**config.mk**
```make
export PLATFORM = sky130hd
export DESIGN_NAME = rev_ripple_adder
export DESIGN_NICKNAME = d
export VERILOG_FILES = /design/src/rtl/rev_adder_pkg.sv /design/src/rtl/rev_fa_gate.sv /design/src/rtl/rev_ripple_chain.sv /design/src/rtl/rev_out_stage.sv /design/src/rtl/rev_ripple_adder.sv
export SDC_FILE = /design/constraint.sdc
export NUM_CORES = 1
export LEC_CHECK = 0
export ABC_AREA = 1
export BUFFER_PORTS_ARGS = -buffer_cell sky130_fd_sc_hd__buf_2
export CAP_MARGIN = 20
export CELL_PAD_IN_SITES_DETAIL_PLACEMENT = 1
export CELL_PAD_IN_SITES_GLOBAL_PLACEMENT = 2
export CORE_UTILIZATION = 26
export CTS_CLUSTER_DIAMETER = 30
export DETAILED_ROUTE_END_ITERATION = 6
export GPL_TIMING_DRIVEN = 1
export PLACE_DENSITY_LB_ADDON = 0.3
export SYNTH_ARGS = -nofsm -noshare
export SYNTH_HDL_FRONTEND = slang
export SYNTH_SLANG_ARGS = --single-unit
```
**constraint.sdc**
```tcl
create_clock -name clk -period 4.9 [get_ports clk]
set_input_delay 0.735 -clock clk [delete_from_list [all_inputs] [get_ports clk]]
set_output_delay 0.735 -clock clk [all_outputs]
set_load 0.03 [all_outputs]
```
**src/rtl/rev_adder_pkg.sv**
```systemverilog
// Shared types for the reversible ripple adder.
// Assumes nothing beyond IEEE 1800-2017 packed structs.
package rev_adder_pkg;

    // Input side of one 4x4 reversible gate.
    typedef struct packed {
        logic a;
        logic b;
        logic c;
        logic d;
    } gate_in_t;

    // Output side of one 4x4 reversible gate.
    typedef struct packed {
        logic p;
        logic q;
        logic r;
        logic s;
    } gate_out_t;

    // Garbage lines kept per stage (p and q).
    localparam int GARB_PER_STAGE = 2;

endpackage

```
**src/rtl/rev_fa_gate.sv**
```systemverilog
// One 4x4 reversible gate.
// p = a, q = a^b, r = a^b^c, s = ((a^b)&c)^(a&b)^d.
// With d = 0 it is a full adder: r is the sum, s is the carry.
// Purely combinational; bijective over its 16 input patterns.
module rev_fa_gate
    import rev_adder_pkg::*;
(
    input  gate_in_t  x,
    output gate_out_t y
);

    logic ab_x;

    // Forward map of the gate.
    always_comb begin
        ab_x = x.a ^ x.b;
        y.p  = x.a;
        y.q  = ab_x;
        y.r  = ab_x ^ x.c;
        y.s  = (ab_x & x.c) ^ (x.a & x.b) ^ x.d;
    end

endmodule

```
**src/rtl/rev_ripple_chain.sv**
```systemverilog
// N stages of rev_fa_gate in series, each with d tied to zero.
// Stage i carry feeds stage i+1 input c; stage 0 takes cin.
// Exposes p and q of every stage on the garbage bus.
module rev_ripple_chain
    import rev_adder_pkg::*;
#(
    parameter int N = 4
) (
    input  logic [N-1:0]                a,
    input  logic [N-1:0]                b,
    input  logic                        cin,
    output logic [N-1:0]                sum,
    output logic                        cout,
    output logic [GARB_PER_STAGE*N-1:0] garbage
);

    logic [N:0] carry;

    assign carry[0] = cin;
    assign cout     = carry[N];

    for (genvar i = 0; i < N; i++) begin : g_stage
        gate_in_t  gi;
        gate_out_t go;

        // Assemble this stage's gate inputs.
        always_comb begin
            gi.a = a[i];
            gi.b = b[i];
            gi.c = carry[i];
            gi.d = 1'b0;
        end

        rev_fa_gate u_gate (
            .x (gi),
            .y (go)
        );

        assign sum[i]                    = go.r;
        assign carry[i+1]                = go.s;
        assign garbage[GARB_PER_STAGE*i]   = go.p;
        assign garbage[GARB_PER_STAGE*i+1] = go.q;
    end

endmodule

```
**src/rtl/rev_out_stage.sv**
```systemverilog
// Optional output register. REG_OUT = 1 selects the flopped copy,
// REG_OUT = 0 passes d straight through. Synchronous active-low reset.
module rev_out_stage #(
    parameter int W       = 8,
    parameter bit REG_OUT = 1'b1
) (
    input  logic         clk,
    input  logic         rst_n,
    input  logic [W-1:0] d,
    output logic [W-1:0] q
);

    logic [W-1:0] q_reg;

    // Capture d each cycle, clear on reset.
    always_ff @(posedge clk) begin
        if (!rst_n) q_reg <= '0;
        else        q_reg <= d;
    end

    if (REG_OUT) begin : g_reg
        assign q = q_reg;
    end else begin : g_comb
        assign q = d;
    end

endmodule

```
**src/rtl/rev_ripple_adder.sv**
```systemverilog
// Top: N-bit ripple adder of reversible gates with a garbage bus and
// an optional output register. Assumes REG_OUT is 0 or 1.
module rev_ripple_adder
    import rev_adder_pkg::*;
#(
    parameter int N       = 4,
    parameter bit REG_OUT = 1'b1
) (
    input  logic                        clk,
    input  logic                        rst_n,
    input  logic [N-1:0]                a,
    input  logic [N-1:0]                b,
    input  logic                        cin,
    output logic [N-1:0]                sum,
    output logic                        cout,
    output logic [GARB_PER_STAGE*N-1:0] garbage
);

    localparam int GW    = GARB_PER_STAGE * N;
    localparam int OUT_W = N + 1 + GW;

    logic [N-1:0]     sum_c;
    logic             cout_c;
    logic [GW-1:0]    garb_c;
    logic [OUT_W-1:0] pack_d;
    logic [OUT_W-1:0] pack_q;

    rev_ripple_chain #(.N(N)) u_chain (
        .a       (a),
        .b       (b),
        .cin     (cin),
        .sum     (sum_c),
        .cout    (cout_c),
        .garbage (garb_c)
    );

    assign pack_d = {cout_c, garb_c, sum_c};

    rev_out_stage #(.W(OUT_W), .REG_OUT(REG_OUT)) u_out (
        .clk   (clk),
        .rst_n (rst_n),
        .d     (pack_d),
        .q     (pack_q)
    );

    assign sum     = pack_q[N-1:0];
    assign garbage = pack_q[N +: GW];
    assign cout    = pack_q[OUT_W-1];

endmodule

```
Yosys cells after proc, flatten, opt, wreduce, memory -nomap -nowiden
Index checks and enable logic that the tools add are counted.
W data, S select, Z words.
{ "totals": {"wordCells": 21, "output_inout_bits": 13, "register_bits": 13} }
{ "classes": {"n_bitwise": 20} }
{ "ops": {"columns": ["op", "count"], "rows": [
  ["$xor A1 B1 Y1", 12],
  ["$and A1 B1 Y1", 8]
]} }

Longest topological paths before layout
{ "logic_depth": {"word_depth": 9, "ltp_mapped": 8} }

By module
From an unflattened synthesis, not the netlist that was laid out.
{ "unflattened": {"cells_unflattened": 77, "hier_area_um2": 638.1} }
{ "modules_own_cells": {"columns": ["module", "seq_area_each_um2", "instances", "area_per_inst_um2", "cells_each"], "rows": [
  ["rev_out_stage", 260.2, 1, 369.1, 40],
  ["rev_fa_gate", 0.0, 4, 66.3, 9],
  ["rev_ripple_chain", 0.0, 1, 3.8, 1]
]} }

Least setup slack after synthesis
Ideal clock, no wire load.
{ "synth_timing": {"kind": "input to register", "startpoint": "input a[0]", "endpoint": "register u_out.q_reg[3] (netlist: u_out.q[3])", "arrival_ns": 2.268, "slack_ns": 2.568, "setup_ns": 0.064, "path_buffers": 0, "stages": 8, "required_ns": 4.836, "cell_sequence": "inv_1 fa_1 inv_1 fa_1 fa_1 inv_1 fa_1 nor2_1"} }
{ "synth_via": {"elab_chain_cells": 8, "elab_cells_between_ends": 9} }
{ "synth_rtl": {"columns": ["item", "line", "rtl"], "rows": [
  ["from (decl)", "rev_ripple_adder.sv:11", "input logic [N-1:0] a,"],
  ["$xor A1 B1 Y1", "rev_fa_gate.sv:16", "ab_x = x.a ^ x.b;"],
  ["$and A1 B1 Y1", "rev_fa_gate.sv:20", "y.s = (ab_x & x.c) ^ (x.a & x.b) ^ x.d;"],
  ["$xor A1 B1 Y1 *", "rev_fa_gate.sv:20", null],
  ["$and A1 B1 Y1 *", "rev_fa_gate.sv:20", null],
  ["$xor A1 B1 Y1 *", "rev_fa_gate.sv:20", null],
  ["$and A1 B1 Y1 *", "rev_fa_gate.sv:20", null],
  ["$xor A1 B1 Y1 *", "rev_fa_gate.sv:20", null],
  ["$xor A1 B1 Y1 *", "rev_fa_gate.sv:19", "y.r = ab_x ^ x.c;"],
  ["to (signal assigned)", "rev_out_stage.sv:17", "if (!rst_n) q_reg <= '0;"],
  ["to (signal assigned)", "rev_out_stage.sv:18", "else q_reg <= d;"],
  ["to (decl)", "rev_out_stage.sv:13", "logic [W-1:0] q_reg;"]
]} }
Mark *: on every way between the ends. The rest lies on a longest branch, timed or not.
A chain may end at the register's enable or synchronous reset.

Worst setup path in the final report
Same ends and word-level chain as after synthesis.

==> summary.md <==
| Metric | Value |
|---|---|
| Status | finished clean |
| P&R area growth vs syn | 31.16% |
| Worst vdd ir | 124.0 uV |
| Hold Violations, Final | 0 |
| Synth Area in Simple Gates | 9.420% |
| Post-synthesis compound-gate area fraction | 0% |
| Post-DP Area | 653.1 um^2 |
| Int Power | 161.9 uW |
| Total clock buffers created by CTS | 3 |
| Crit share post-route | 45.96% |
| Max Used Layer | met4 |
| Mux contribution to synthesized area | 0% |
| Hold-fix buffers at CTS | 0 |
| Number of global-route vias before repair | 347 |
| RSZ-0062 raised after global routing | false |
| Max Root-Sink Buffers | 2 |
| Routed length on met2 | 391 um |
| Mean Syn Cell Area | 9.774 um^2 |
| Most frequent cells in the layout | 23 x buf_2, 18 x inv_1, 13 x dfxtp_1, 10 x nand2_1 |
| Yosys warnings | 0 |
| Vias per inst | 3.548 |
| Final Cell Area | 679.4 um^2 |
| Multi-input gate area | 178.9 um^2 |
| Non-filler cells, final | 104 |
| Initial core utilization | 28.75% |
| Crit path time final | 2252 ps |
| Fillers | 239 |
| Flop pwr share | 50.4% |
| Global-route wire length before repair | 1.345 mm |
| Largest net degree at the start of global routing | 12 |
| Crit start category | input pin |
| Setup bufs post-CTS | 0 |
| Cts repair resizes | 0 |
| Mapped Area | 518.0 um^2 |
| Slew Limit Fails | 0 |
| Ant diodes | 0 |
| Xor/xnor cell area share of the yosys netlist | 0% |
| Share of Yosys cell area claimed by the top area cell type | 50.24% |
| Post-Route M1 WL | 350 um |
| Die area | 2175 um^2 |
| Area leader, netlist | dfxtp_1 |
| Sequential share of the synthesized area | 50.24% |
| Clock power share | 28.2% |
| DRT Pass-1 Iters | 2 |
| Clock input transition at the sequential cells of the worst setup and hold paths | 80 ps |
| Final nets | 99 |
| Comb power frac | 21.4% |
| Crit Path Max Fanout | 3 |
| All-layer global routing usage | 9.420% |
| Setup Viol. Count Final | 0 |
| Die Wd | 46.64 um |
| Hpwl dp | 663.9 um |
| Slew @ Worst Pin | 190.5 ps |
| Post-synth net total | 72 |
| Most common cell after layout, fill and taps aside | buf_2 |
| Crit end category | register |
| Total Wirelength | 817 um |
| Peak Freq | 444.1 MHz |
| PortBufs | 23 |
| Critical path class | in2reg |
| Setup_tns | 0 ps |
| Post-DR wirelength/cell | 7.856 um |
| Ports | 24 |
| Std-Cell Rows | 15 |
| Die H | 46.64 um |
| Switching part of the total power | 29.77% |
| Largest family of logic cells by synthesized area | adder cells |
| Inst Count DP | 100 |
| Hold path depth | 3 |
| Synth Register Bits | 13 |
| 1st-iter DRT viols | 2 |
| Antenna viol nets, final | 0 |
| Clk sinks | 13 |
| Max reg flops | 13 |
| Cells after Synth | 53 |
| DR DRC count | 0 |
| Fraction of layout cells with a size suffix above 1 | 32.91% |
| Max-cap violations | 0 |
| CTS tree | yes |
| Synth top area cells | dfxtp_1 50%, fa_1 15%, inv_1 13% |
| Sw Pwr | 68.61 uW |
| Vias | 369 |
| Relative slew slack | 87.30% |
| Pwr/cell area | 339.2 nW/um^2 |
| CTS root buffer | clkbuf_4 |
| Arrival @ worst endpoint | 2460 ps |
| GP Congestion | 0.5953 |
| GRT overflow | 0 |
| Initial antenna violation count | 0 |
| Post-synthesis adder-cell area fraction | 25.12% |
| Met3 routed WL | 60 um |
| CTS HTree Levels | 1 |
| Worst endpoint required time | 5110 ps |
| Worst hold path class | in2reg |
| Lkg Pwr | 0.4338 nW |
| Yosys cell types | 7 |
| Core ar. | 1802 um^2 |
| Register Area | 260.3 um^2 |
## Yosys cell counts
cell type / n
nand2_1: 10
inv_1: 18
fa_1: 4
nor2_1: 3
buf_6: 1
dfxtp_1: 13
ha_1: 4
## power groups by stage
stage	Sequential, mW	Clock, mW	Combinational, mW
4_1_cts	0.116	0.0695	0.0504
3_3_place_gp	0.119	0	0.0494
2_1_floorplan	0.138	0	0.0145
3_5_place_dp	0.119	0	0.0502
6_report	0.116	0.0649	0.0493
5_1_grt	0.117	0.0721	0.0563
## metal layers
layer / vias up / track usage [%]
li1: 191 / -
met1: 164 / 10.31
met2: 12 / 14.72
met3: 2 / 3.529
met4: 0 / 6.857
met5: - / 0
## cell type report
| type | instances | area share [%] |
|---|---|---|
| clock buffer | 4 | 3.867 |
| inverter | 18 | 9.945 |
| multi-input combinational | 21 | 26.34 |
| sequential | 13 | 38.31 |
| tap | 25 | 4.604 |
| timing repair buffer | 23 | 16.94 |
## worst max-delay path, cell delays in order
cell and delay [ps]:
buf_2 110, inv_1 70, fa_1 160, inv_1 50
fa_1 370, fa_1 370, inv_1 80, fa_1 410
nor2_1 100
## path summary, 6_finish.rpt
path	start	end	slack [ps]
worst max-delay path	a[0]	u_out.q[3]	2650
worst min-delay path	a[3]	u_out.q[10]	680
## kinds of logic after synthesis
| logic type | after synthesis |
|---|---|
| adder cells (fa/ha/maj) | 8 |
| AND/OR/NAND/NOR | 13 |
| flip-flops | 13 |
| buffers and inverters | 19 |
## stage by stage
stage	utilization [%]	worst slack, ps	total power [mW]	hold WS [ps]
floorplan	-	2568	0.1522	828.5
global placement	36.25	2396	0.1682	955.1
detailed placement	36.25	2365	0.1690	956.8
CTS	37.71	2638	0.2364	668.2
global route	37.71	2530	0.2453	672.9
finish	37.71	2648	0.2305	677.8
No activity file was read; power rests on OpenSTA's default activity.
